**src/rtl/pt_walk_pkg.sv**
```systemverilog
package pt_walk_pkg;

  typedef enum logic [2:0] {
    ST_IDLE     = 3'd0,
    ST_RD_OUTER = 3'd1,
    ST_WT_OUTER = 3'd2,
    ST_RD_INNER = 3'd3,
    ST_WT_INNER = 3'd4,
    ST_DONE     = 3'd5
  } walk_state_e;

  typedef enum logic [1:0] {
    FLT_NONE   = 2'd0,
    FLT_LENGTH = 2'd1,
    FLT_OUTER  = 2'd2,
    FLT_INNER  = 2'd3
  } walk_fault_e;

endpackage

```
**src/rtl/pt_va_split.sv**
```systemverilog
// Cuts a logical address into outer index and low part; range-checks the outer index.
module pt_va_split #(
  parameter int VA_W    = 32,
  parameter int OFF_W   = 10,
  parameter int INNER_W = 10,
  localparam int OUTER_W = VA_W - OFF_W - INNER_W,
  localparam int LOW_W   = INNER_W + OFF_W
) (
  input  logic [VA_W-1:0]    vaddr,
  input  logic [OUTER_W:0]   tbl_len,
  output logic [OUTER_W-1:0] outer_idx,
  output logic [LOW_W-1:0]   low_bits,
  output logic               len_ok
);
  assign outer_idx = vaddr[VA_W-1:LOW_W];
  assign low_bits  = vaddr[LOW_W-1:0];
  assign len_ok    = {1'b0, outer_idx} < tbl_len;
endmodule

```
**src/rtl/pt_slot_addr.sv**
```systemverilog
// Byte address of an entry: table base plus index scaled by entry size.
module pt_slot_addr #(
  parameter int ADDR_W  = 32,
  parameter int IDX_W   = 12,
  parameter int SLOT_SH = 2
) (
  input  logic [ADDR_W-1:0] base,
  input  logic [IDX_W-1:0]  idx,
  output logic [ADDR_W-1:0] addr
);
  assign addr = base + (ADDR_W'(idx) << SLOT_SH);
endmodule

```
**src/rtl/pt_entry_decode.sv**
```systemverilog
// Table entry fields: valid flag in bit 0, frame number in the upper bits.
module pt_entry_decode #(
  parameter int ENT_W = 32,
  parameter int OFF_W = 10,
  localparam int FRAME_W = ENT_W - OFF_W
) (
  input  logic [ENT_W-1:0]   entry,
  output logic               valid,
  output logic [FRAME_W-1:0] frame
);
  assign valid = entry[0];
  assign frame = entry[ENT_W-1:OFF_W];

  generate
    if (OFF_W > 1) begin : g_spare
      logic unused_spare;
      assign unused_spare = ^entry[OFF_W-1:1];
    end
  endgenerate
endmodule

```
**src/rtl/pt_walker.sv**
```systemverilog
module pt_walker
  import pt_walk_pkg::*;
#(
  parameter int VA_W    = 32,
  parameter int OFF_W   = 10,
  parameter int INNER_W = 10,
  parameter int ENT_W   = 32,
  localparam int OUTER_W = VA_W - OFF_W - INNER_W,
  localparam int LOW_W   = INNER_W + OFF_W,
  localparam int FRAME_W = ENT_W - OFF_W,
  localparam int PA_W    = ENT_W,
  localparam int SLOT_SH = $clog2(ENT_W / 8)
) (
  input  logic               clk,
  input  logic               rst,
  input  logic               req_valid,
  input  logic [VA_W-1:0]    req_vaddr,
  output logic               req_ready,
  input  logic [PA_W-1:0]    ptbr,
  input  logic [OUTER_W:0]   ptlr,
  output logic               mem_req,
  output logic [PA_W-1:0]    mem_addr,
  input  logic               mem_ack,
  input  logic [ENT_W-1:0]   mem_rdata,
  output logic               rsp_valid,
  output logic               rsp_fault,
  output logic [1:0]         rsp_code,
  output logic [PA_W-1:0]    rsp_paddr
);

  walk_state_e         state_q;
  logic [LOW_W-1:0]    low_q;
  logic                mem_req_q;
  logic [PA_W-1:0]     mem_addr_q;
  logic                rsp_valid_q;
  logic                rsp_fault_q;
  walk_fault_e         rsp_code_q;
  logic [PA_W-1:0]     rsp_paddr_q;

  logic [OUTER_W-1:0]  in_outer;
  logic [LOW_W-1:0]    in_low;
  logic                in_len_ok;
  logic [PA_W-1:0]     outer_slot;
  logic [PA_W-1:0]     inner_slot;
  logic                ent_valid;
  logic [FRAME_W-1:0]  ent_frame;
  logic [INNER_W-1:0]  inner_idx_q;
  logic [OFF_W-1:0]    offset_q;

  assign inner_idx_q = low_q[LOW_W-1:OFF_W];
  assign offset_q    = low_q[OFF_W-1:0];

  pt_va_split #(.VA_W(VA_W), .OFF_W(OFF_W), .INNER_W(INNER_W)) u_split (
    .vaddr    (req_vaddr),
    .tbl_len  (ptlr),
    .outer_idx(in_outer),
    .low_bits (in_low),
    .len_ok   (in_len_ok)
  );

  pt_slot_addr #(.ADDR_W(PA_W), .IDX_W(OUTER_W), .SLOT_SH(SLOT_SH)) u_outer_slot (
    .base(ptbr),
    .idx (in_outer),
    .addr(outer_slot)
  );

  pt_entry_decode #(.ENT_W(ENT_W), .OFF_W(OFF_W)) u_decode (
    .entry(mem_rdata),
    .valid(ent_valid),
    .frame(ent_frame)
  );

  pt_slot_addr #(.ADDR_W(PA_W), .IDX_W(INNER_W), .SLOT_SH(SLOT_SH)) u_inner_slot (
    .base({ent_frame, {OFF_W{1'b0}}}),
    .idx (inner_idx_q),
    .addr(inner_slot)
  );

  always_ff @(posedge clk) begin
    if (rst) begin
      state_q     <= ST_IDLE;
      low_q       <= '0;
      mem_req_q   <= 1'b0;
      mem_addr_q  <= '0;
      rsp_valid_q <= 1'b0;
      rsp_fault_q <= 1'b0;
      rsp_code_q  <= FLT_NONE;
      rsp_paddr_q <= '0;
    end else begin
      mem_req_q   <= 1'b0;
      rsp_valid_q <= 1'b0;
      unique case (state_q)
        ST_IDLE: begin
          if (req_valid) begin
            low_q <= in_low;
            if (!in_len_ok) begin
              rsp_valid_q <= 1'b1;
              rsp_fault_q <= 1'b1;
              rsp_code_q  <= FLT_LENGTH;
              rsp_paddr_q <= '0;
              state_q     <= ST_DONE;
            end else begin
              mem_req_q  <= 1'b1;
              mem_addr_q <= outer_slot;
              state_q    <= ST_RD_OUTER;
            end
          end
        end
        ST_RD_OUTER: state_q <= ST_WT_OUTER;
        ST_WT_OUTER: begin
          if (mem_ack) begin
            if (ent_valid) begin
              mem_req_q  <= 1'b1;
              mem_addr_q <= inner_slot;
              state_q    <= ST_RD_INNER;
            end else begin
              rsp_valid_q <= 1'b1;
              rsp_fault_q <= 1'b1;
              rsp_code_q  <= FLT_OUTER;
              rsp_paddr_q <= '0;
              state_q     <= ST_DONE;
            end
          end
        end
        ST_RD_INNER: state_q <= ST_WT_INNER;
        ST_WT_INNER: begin
          if (mem_ack) begin
            rsp_valid_q <= 1'b1;
            state_q     <= ST_DONE;
            if (ent_valid) begin
              rsp_fault_q <= 1'b0;
              rsp_code_q  <= FLT_NONE;
              rsp_paddr_q <= {ent_frame, offset_q};
            end else begin
              rsp_fault_q <= 1'b1;
              rsp_code_q  <= FLT_INNER;
              rsp_paddr_q <= '0;
            end
          end
        end
        ST_DONE: state_q <= ST_IDLE;
        default: state_q <= ST_IDLE;
      endcase
    end
  end

  assign req_ready = (state_q == ST_IDLE);
  assign mem_req   = mem_req_q;
  assign mem_addr  = mem_addr_q;
  assign rsp_valid = rsp_valid_q;
  assign rsp_fault = rsp_fault_q;
  assign rsp_code  = rsp_code_q;
  assign rsp_paddr = rsp_paddr_q;

endmodule

```
**config.mk**
```make
export PLATFORM = sky130hd
export DESIGN_NAME = pt_walker
export DESIGN_NICKNAME = d
export VERILOG_FILES = /design/src/rtl/pt_walk_pkg.sv /design/src/rtl/pt_va_split.sv /design/src/rtl/pt_slot_addr.sv /design/src/rtl/pt_entry_decode.sv /design/src/rtl/pt_walker.sv
export SDC_FILE = /design/constraint.sdc
export NUM_CORES = 1
export LEC_CHECK = 0
export BUFFER_PORTS_ARGS = -buffer_cell sky130_fd_sc_hd__buf_2
export CORE_MARGIN = 2
export CORE_UTILIZATION = 56
export CTS_BUF_LIST = sky130_fd_sc_hd__clkbuf_2
export DETAILED_ROUTE_END_ITERATION = 7
export PLACE_DENSITY = 0.91
export SYNTH_ARGS = -nofsm -noshare
export SYNTH_HDL_FRONTEND = slang
export SYNTH_SLANG_ARGS = --single-unit
```
**constraint.sdc**
```tcl
create_clock -name clk -period 3.72 [get_ports clk]
set_clock_uncertainty 0.05 [all_clocks]
set_input_delay 0.186 -clock clk [delete_from_list [all_inputs] [get_ports clk]]
set_output_delay 0.186 -clock clk [all_outputs]
set_load 0.03 [all_outputs]
```
==> results of run 1 <==
[per-stage QoR]
stage,util (%),hold WS [ns],power (mW),instance area (um^2)
after CTS,75.8,0.00396,2.32,6650
after global placement,68.3,0.381,1.81,5980
after floorplan,-,0.262,1.61,5100
final,75.8,0.0203,2.33,6650
after detailed placement,68.3,0.381,1.84,5980
after global routing,75.8,0.0204,2.45,6650
[cells by family (layout without fill, tap and decap cells)]
logic type,count (synthesis),after routing,synth area share (%)
AND/OR/NAND/NOR,223,223,21.1
AO/OA/AOI/OAI,168,168,23.2
flip-flops,92,92,36.1
buffers and inverters,51,270,4.69
XOR/XNOR,42,42,7.21
adder cells (fa/ha/maj),27,27,6.92
multiplexers,4,4,0.785
[tightest hold or removal path: stages]
cell and delay [ns]:
buf_2 0.12, xor2_1 0.08, o211ai_1 0.17, a21oi_1 0.07
[metal layers]
metal	GRT usage [%]	up-vias
li1	-	2634
met1	38.1	2600
met2	57.4	374
met3	4.57	80
met4	17.2	0
met5	0	-
[placed cells by master, fill, tap and decap left out, types with 10 or more instances in the layout]
cell and n:
buf_2 173, dfxtp_1 92, nand2_1 86, dlygate4sd3_1 57, a21oi_1 51, nor2_1 46
a22o_1 35, nand3_1 26, ha_1 25, xnor2_1 22, a211oi_1 21, xor2_1 20
inv_1 18, o211ai_1 18, o21ai_0 16, nor3_1 14, nand4_1 10
[worst max path at each step]
stage | endpoint | depth (start not counted) | slack (ns) | from
2_1_floorplan | mem_addr[21] | 7 | 1.55 | state_q[0]
3_3_place_gp | mem_addr[10] | 6 | 1.06 | state_q[1]
3_5_place_dp | mem_addr[2] | 6 | 0.98 | state_q[1]
4_1_cts | mem_addr[10] | 6 | 0.92 | state_q[1]
5_1_grt | mem_addr[12] | 6 | 0.53 | state_q[1]
6_report | mem_addr[0] | 6 | 0.87 | state_q[1]
[layout make-up]
type	instances	area share, %
Tap cell	108	2.03
Inverter	18	1.02
Multi-Input combinational cell	464	45.5
Timing Repair Buffer	236	22.3
Clock buffer	9	0.678
Clock inverter	7	0.734
Sequential cell	92	27.7
[state kept, by name (all words and copies together), names as in the netlist]
signal / cells
mem_req: 1
rsp_fault: 1
mem_addr: 32
state_q: 3
rsp_code: 2
rsp_valid: 1
rsp_paddr: 32
low_q: 20
[where the power goes]
group / switching, mW / internal [mW]
Sequential: 0.0497 / 1.06
Clock: 0.354 / 0.0911
Combinational: 0.485 / 0.289
[repair_timing]
item	4_1_cts	5_1_grt
setup buffers	0	0
gates resized for setup	0	0
hold buffers	57	0
endpoints found under the hold margin	59	0
==> results.txt, run 1 <==
initial drt markers: 529
IO Pins: 183
global-route wire length before repair: 26100 um
register area: 1840 um^2
total CTS buffers: 9
detailed placement HPWL: 10800 um
total die area: 9890 um^2
ranking of synthesized cells by area: dfxtp_1 (36%), nand2_1 (6.3%), ha_1 (6.1%), a22o_1 (6.0%), a21oi_1 (5.0%)
Power Dens Cells: 351 nW/um^2
H-tree levels: 3
Tot GR Track Use: 32.5%
Post-synth EDFFs: 0
met3 wire len: 1340 um
area leader, netlist: dfxtp_1
Setup Total Neg Slack: 0 ns
Root Driver: clkbuf_2
Port Buffers: 173
Vias: 5688
pre-CTS setup slack: 0.975 ns
core area: 8760 um^2
largest net degree at the start of global routing: 64
outcome: finished clean
sequential element share of the synthesized area: 36.1%
fin crit share: 76.5%
syn_nets: 747
Final setup viols: 0
setup ws final: 0.873 ns
pins over their slew limit: 0
number of buffer and inverter stages on the critical path: 1
most frequent cell after synthesis: dfxtp_1
R2R cell count: 6
area of the multi-input gates: 3030 um^2
Post-layout nets: 961
worst hold path depth: 4
Clock Pin Slew Worst Setup and Hold Paths: 0.28 ns
synthesis-to-finish area growth: 30.3%
GRT Residual Overflow: 0
worst-skew pair later-pin latency: 0.54 ns
number of synthesis warnings: 0
Leakage Power: 2.94 nW
CP Capture Type: flop
vias per cell: 6.09
Detail Route Antenna Nets: 0
post-synth top area share: 36.1%
reg2reg setup slack: 0.87 ns
Distinct cells, synth: 58
Min Clock Period, post-route: 2.85 ns
antenna cells: 0
CTS Buffer Depth: 2
Slew @ Worst Pin: 1.16 ns
routed wire length: 16000 um
CP Launch Type: flop
Hold Path Class: primary input to flop
WL/cell: 17.1 um
Primary FF master, synth: dfxtp_1
crit path DAT: 3.27 ns
fin cells: 934
Die Span X: 99.4 um
vias in the first global route: 5572
Remaining DRCs: 0
max incr delay on CP: 0.76 ns
Mapped Cells: 607
critical path fanouts, max: 22
worst hold start: ptbr[14]
Rows: 34
fill count: 632
CTS sink cnt: 92
CP delay by family, top: compound AO/OA/AOI/OAI gates
layout cell share with drive strength beyond 1: 25.4%
Initial Util: 58.2%
relative slew slack: 22.7%
max cap viols: 0
WHS Endpoint: mem_addr[14]
f_max: 351 MHz
met2 wire len: 7930 um
register bit count reported by yosys: 92
mapped cell area: 5100 um^2
RR Endpoint: mem_addr[0]
Final Wtd Congestion: 0.865
Post-Syn Area per Cell: 8.40 um^2
crit-path cells: nor3_2 -> nand2_1 -> o22ai_2 -> buf_4 -> nand3_1 -> a21oi_1
reg2reg start: state_q[1]
Fin. Hold Viols: 0
CTS tree: built
maximum VDD drop: 166 uV
cell total after placement: 861
synth cell count leaders: dfxtp_1 (92), nand2_1 (86), a21oi_1 (51), nor2_1 (47), a22o_1 (35)
drt first pass iters: 6
WS Path Type: flop to flop
Die Y: 99.4 um
antenna violations before repair: 0
Critical Path RT: 4.14 ns
Max Used Layer: met4
M1 WL: 6000 um
FFs w/ async S/R, synth: 0%
RSZ-0062 raised after global routing: no
Slowest-stage cell, CP: o22ai_2
(Power assumes the default switching activity.)
==> inputs of run 2 (changes only) <==
--- a/config.mk
+++ b/config.mk
@@ -7,10 +7,10 @@
 export LEC_CHECK = 0
 export BUFFER_PORTS_ARGS = -buffer_cell sky130_fd_sc_hd__buf_2
 export CORE_MARGIN = 2
-export CORE_UTILIZATION = 56
+export CORE_UTILIZATION = 47
 export CTS_BUF_LIST = sky130_fd_sc_hd__clkbuf_2
 export DETAILED_ROUTE_END_ITERATION = 7
-export PLACE_DENSITY = 0.91
+export PLACE_DENSITY = 0.81
 export SYNTH_ARGS = -nofsm -noshare
 export SYNTH_HDL_FRONTEND = slang
 export SYNTH_SLANG_ARGS = --single-unit
==> constraint.sdc (replaced) <==
create_clock -name clk -period 2.31 [get_ports clk]
set_clock_uncertainty 0.05 [all_clocks]
set_input_delay 0.1155 -clock clk [delete_from_list [all_inputs] [get_ports clk]]
set_output_delay 0.1155 -clock clk [all_outputs]
set_load 0.03 [all_outputs]
==> run 2 against run 1 <==
Sequential power is 61% higher. Critical path depth is 4 higher. Utilization is 9.6 points lower. Final area is 6.6% higher. Non-clock buffer count is 33 higher. Cell count is 7.1% higher. Setup slack worse by 0.86 ns. Critical path type is now primary input to flop. Critical endpoint is now mem_addr[31]. Largest cell class unchanged.
==> results.txt, run 2 (synthesis gave the netlist of run 1 again) <==
global-route wire length before repair: 25600 um (-1.9%)
detailed placement HPWL: 11200 um (+3.9%)
crit-path most repeated cell: dlygate4sd3_1
Slowest-stage cell, CP: dlygate4sd3_1
crit path DAT: 2.75 ns (-0.52 ns)
total CTS buffers: 9 (unchanged)
outcome: finished clean
most frequent cells in the layout: buf_2 (172), dfxtp_1 (92), nand2_1 (86)
Final setup viols: 0 (unchanged)
Tot GR Track Use: 27.4% (-5.1 points)
RR Endpoint: mem_addr[24]
vias in the first global route: 5619 (+0.84%)
Leakage Power: 3.15 nW (+7.1%)
R2R cell count: 10 (+4)
most common cell after layout, fill and taps aside: buf_2
f_max: 435 MHz
reg2reg setup slack: 0.09 ns (-0.78 ns)
Die Y: 108 um (+8.8%)
CP Launch Type: primary input
routed wire length: 16200 um (+0.85%)
maximum VDD drop: 289 uV (+74%)
DP Area: 6190 um^2 (+3.5%)
WL/cell: 16.2 um (-5.8%)
Die Span X: 108 um (+8.8%)
Setup Total Neg Slack: 0 ns (unchanged)
antenna violations before repair: 1 (+1)
number of buffer and inverter stages on the critical path: 3 (+2)
Vias: 5623 (-1.1%)
pre-CTS setup slack: -0.0165 ns (-0.992 ns)
Port Buffers: 173 (unchanged)
core area: 10700 um^2 (+22%)
WS Path Type: primary input to flop
GRT Residual Overflow: 0 (unchanged)
max cap viols: 0 (unchanged)
H-tree levels: 3 (unchanged)
WHS Endpoint: mem_addr[27]
relative slew slack: 64.2% (+42 points)
drt first pass iters: 5 (-1)
Slew @ Worst Pin: 0.537 ns (-0.623 ns)
Clock Pin Slew Worst Setup and Hold Paths: 0.24 ns (-0.04 ns)
Root Driver: clkbuf_2
CP delay by family, top: buffers and inverters
CTS Buffer Depth: 2 (unchanged)
Final Power: 4.14 mW (+77%)
largest net degree at the start of global routing: 33 (-48%)
critical path fanouts, max: 8 (-64%)
Power Dens Cells: 584 nW/um^2 (+67%)
Critical Path RT: 2.76 ns (-1.38 ns)
total die area: 11700 um^2 (+18%)
Final Wtd Congestion: 0.916 (+5.8%)
worst hold path depth: 5 (+1)
Fin. Hold Viols: 0 (unchanged)
vias per cell: 5.62 (-7.7%)
Min Clock Period, post-route: 2.30 ns
setup ws final: 0.0120 ns (-0.861 ns)
CTS tree: built
IO Pins: 183 (unchanged)
CP Capture Type: flop
max incr delay on CP: 0.58 ns (-0.18 ns)
initial drt markers: 404 (-24%)
synthesis-to-finish area growth: 38.9%
fin crit share: 99.5%
pins over their slew limit: 0 (unchanged)
Initial Util: 47.7% (-11 points)
worst hold start: ptbr[26]
crit-path cells: dlygate4sd3_1 -> buf_2 -> nand4_1 -> nor2_1 -> o221ai_2 -> and2_4 -> nor4_4 -> xnor2_1 -> dlygate4sd3_1 -> o211ai_1
cell total after placement: 912 (+5.9%)
Detail Route Antenna Nets: 0 (unchanged)
Hold Path Class: primary input to flop
Final Cell Area: 7080 um^2 (+6.6%)
reg2reg start: low_q[18]
layout cell share with drive strength beyond 1: 27.1% (+1.7 points)
Remaining DRCs: 0 (unchanged)
Rows: 38 (+12%)
Post-layout nets: 994 (+3.4%)
fin cells: 1000 (+7.1%)
CTS sink cnt: 92 (unchanged)
worst-skew pair later-pin latency: 0.58 ns (+0.04 ns)
fill count: 860 (+36%)
==> run 2: changes by cell type in the layout (fill, tap and decap cells not counted), sizes merged <==
| cell | before | now |
|---|---|---|
| clkbuf | 9 | 12 |
| clkinvlp | 1 | 0 |
| dlygate4sd3 | 57 | 71 |
| diode | 0 | 1 |
| clkinv | 4 | 2 |
| bufinv | 0 | 3 |
| inv | 20 | 18 |
| buf | 179 | 197 |
==> run 2: repair_timing <==
action                                  in CTS  in global routing
setup buffers                                0                  0
gates resized for setup                      0                  6
hold endpoints to repair                    70                  0
hold buffers                                71                  0
endpoints found under the setup margin       0                  4
==> run 2: cell type report <==
type	count	area, um^2	area share, %
antenna	1	2.50	0.0353
clock buffer	11	55.1	0.777
clock inverter	5	100	1.41
inverter	18	67.6	0.954
multi-input combinational	464	3050	43.0
sequential	92	1840	26.0
tap	140	175	2.47
timing repair buffer	269	1790	25.3
==> run 2: report_power, final <==
part | switching, mW | leakage, nW | internal, mW
clock network | 0.553 | 0.0959 | 0.471
registers | 0.0727 | 0.750 | 1.71
logic | 0.797 | 2.30 | 0.532
==> run 2: how the worst max path moves through the flow <==
| stage | endpoint | from | depth (start not counted) |
|---|---|---|---|
| floorplan | mem_addr[21] | state_q[0] | 7 |
| global placement | mem_addr[27] | req_vaddr[24] | 9 |
| detailed placement | mem_addr[10] | req_vaddr[20] | 10 |
| CTS | mem_addr[31] | ptbr[15] | 10 |
| global route | mem_addr[31] | ptbr[15] | 10 |
| finish | mem_addr[31] | ptbr[14] | 10 |
==> run 2: routing by layer <==
metal | GRT usage, % | routed length (um) | up-vias | part of all wire (%)
li1 | - | - | 2689 | -
met1 | 31.3 | 6480 | 2602 | 40
met2 | 49.0 | 8090 | 281 | 50
met3 | 4.22 | 957 | 51 | 5.9
met4 | 14.2 | 629 | 0 | 3.9
met5 | 0 | 0 | - | 0
==> run 2: worst min-delay path: stages <==
cell and delay (ns):
buf_2 0.13, nand2_1 0.12, nor3_1 0.07, nand3_1 0.08
a31o_1 0.13
==> run 2: stage by stage <==
stage	hold slack [ns]	utilization [%]
after floorplan	0.191	-
after global placement	0.308	57.9
after detailed placement	0.309	57.9
after CTS	0.0165	66.0
after global routing	0.0724	66.2
final	0.0301	66.2
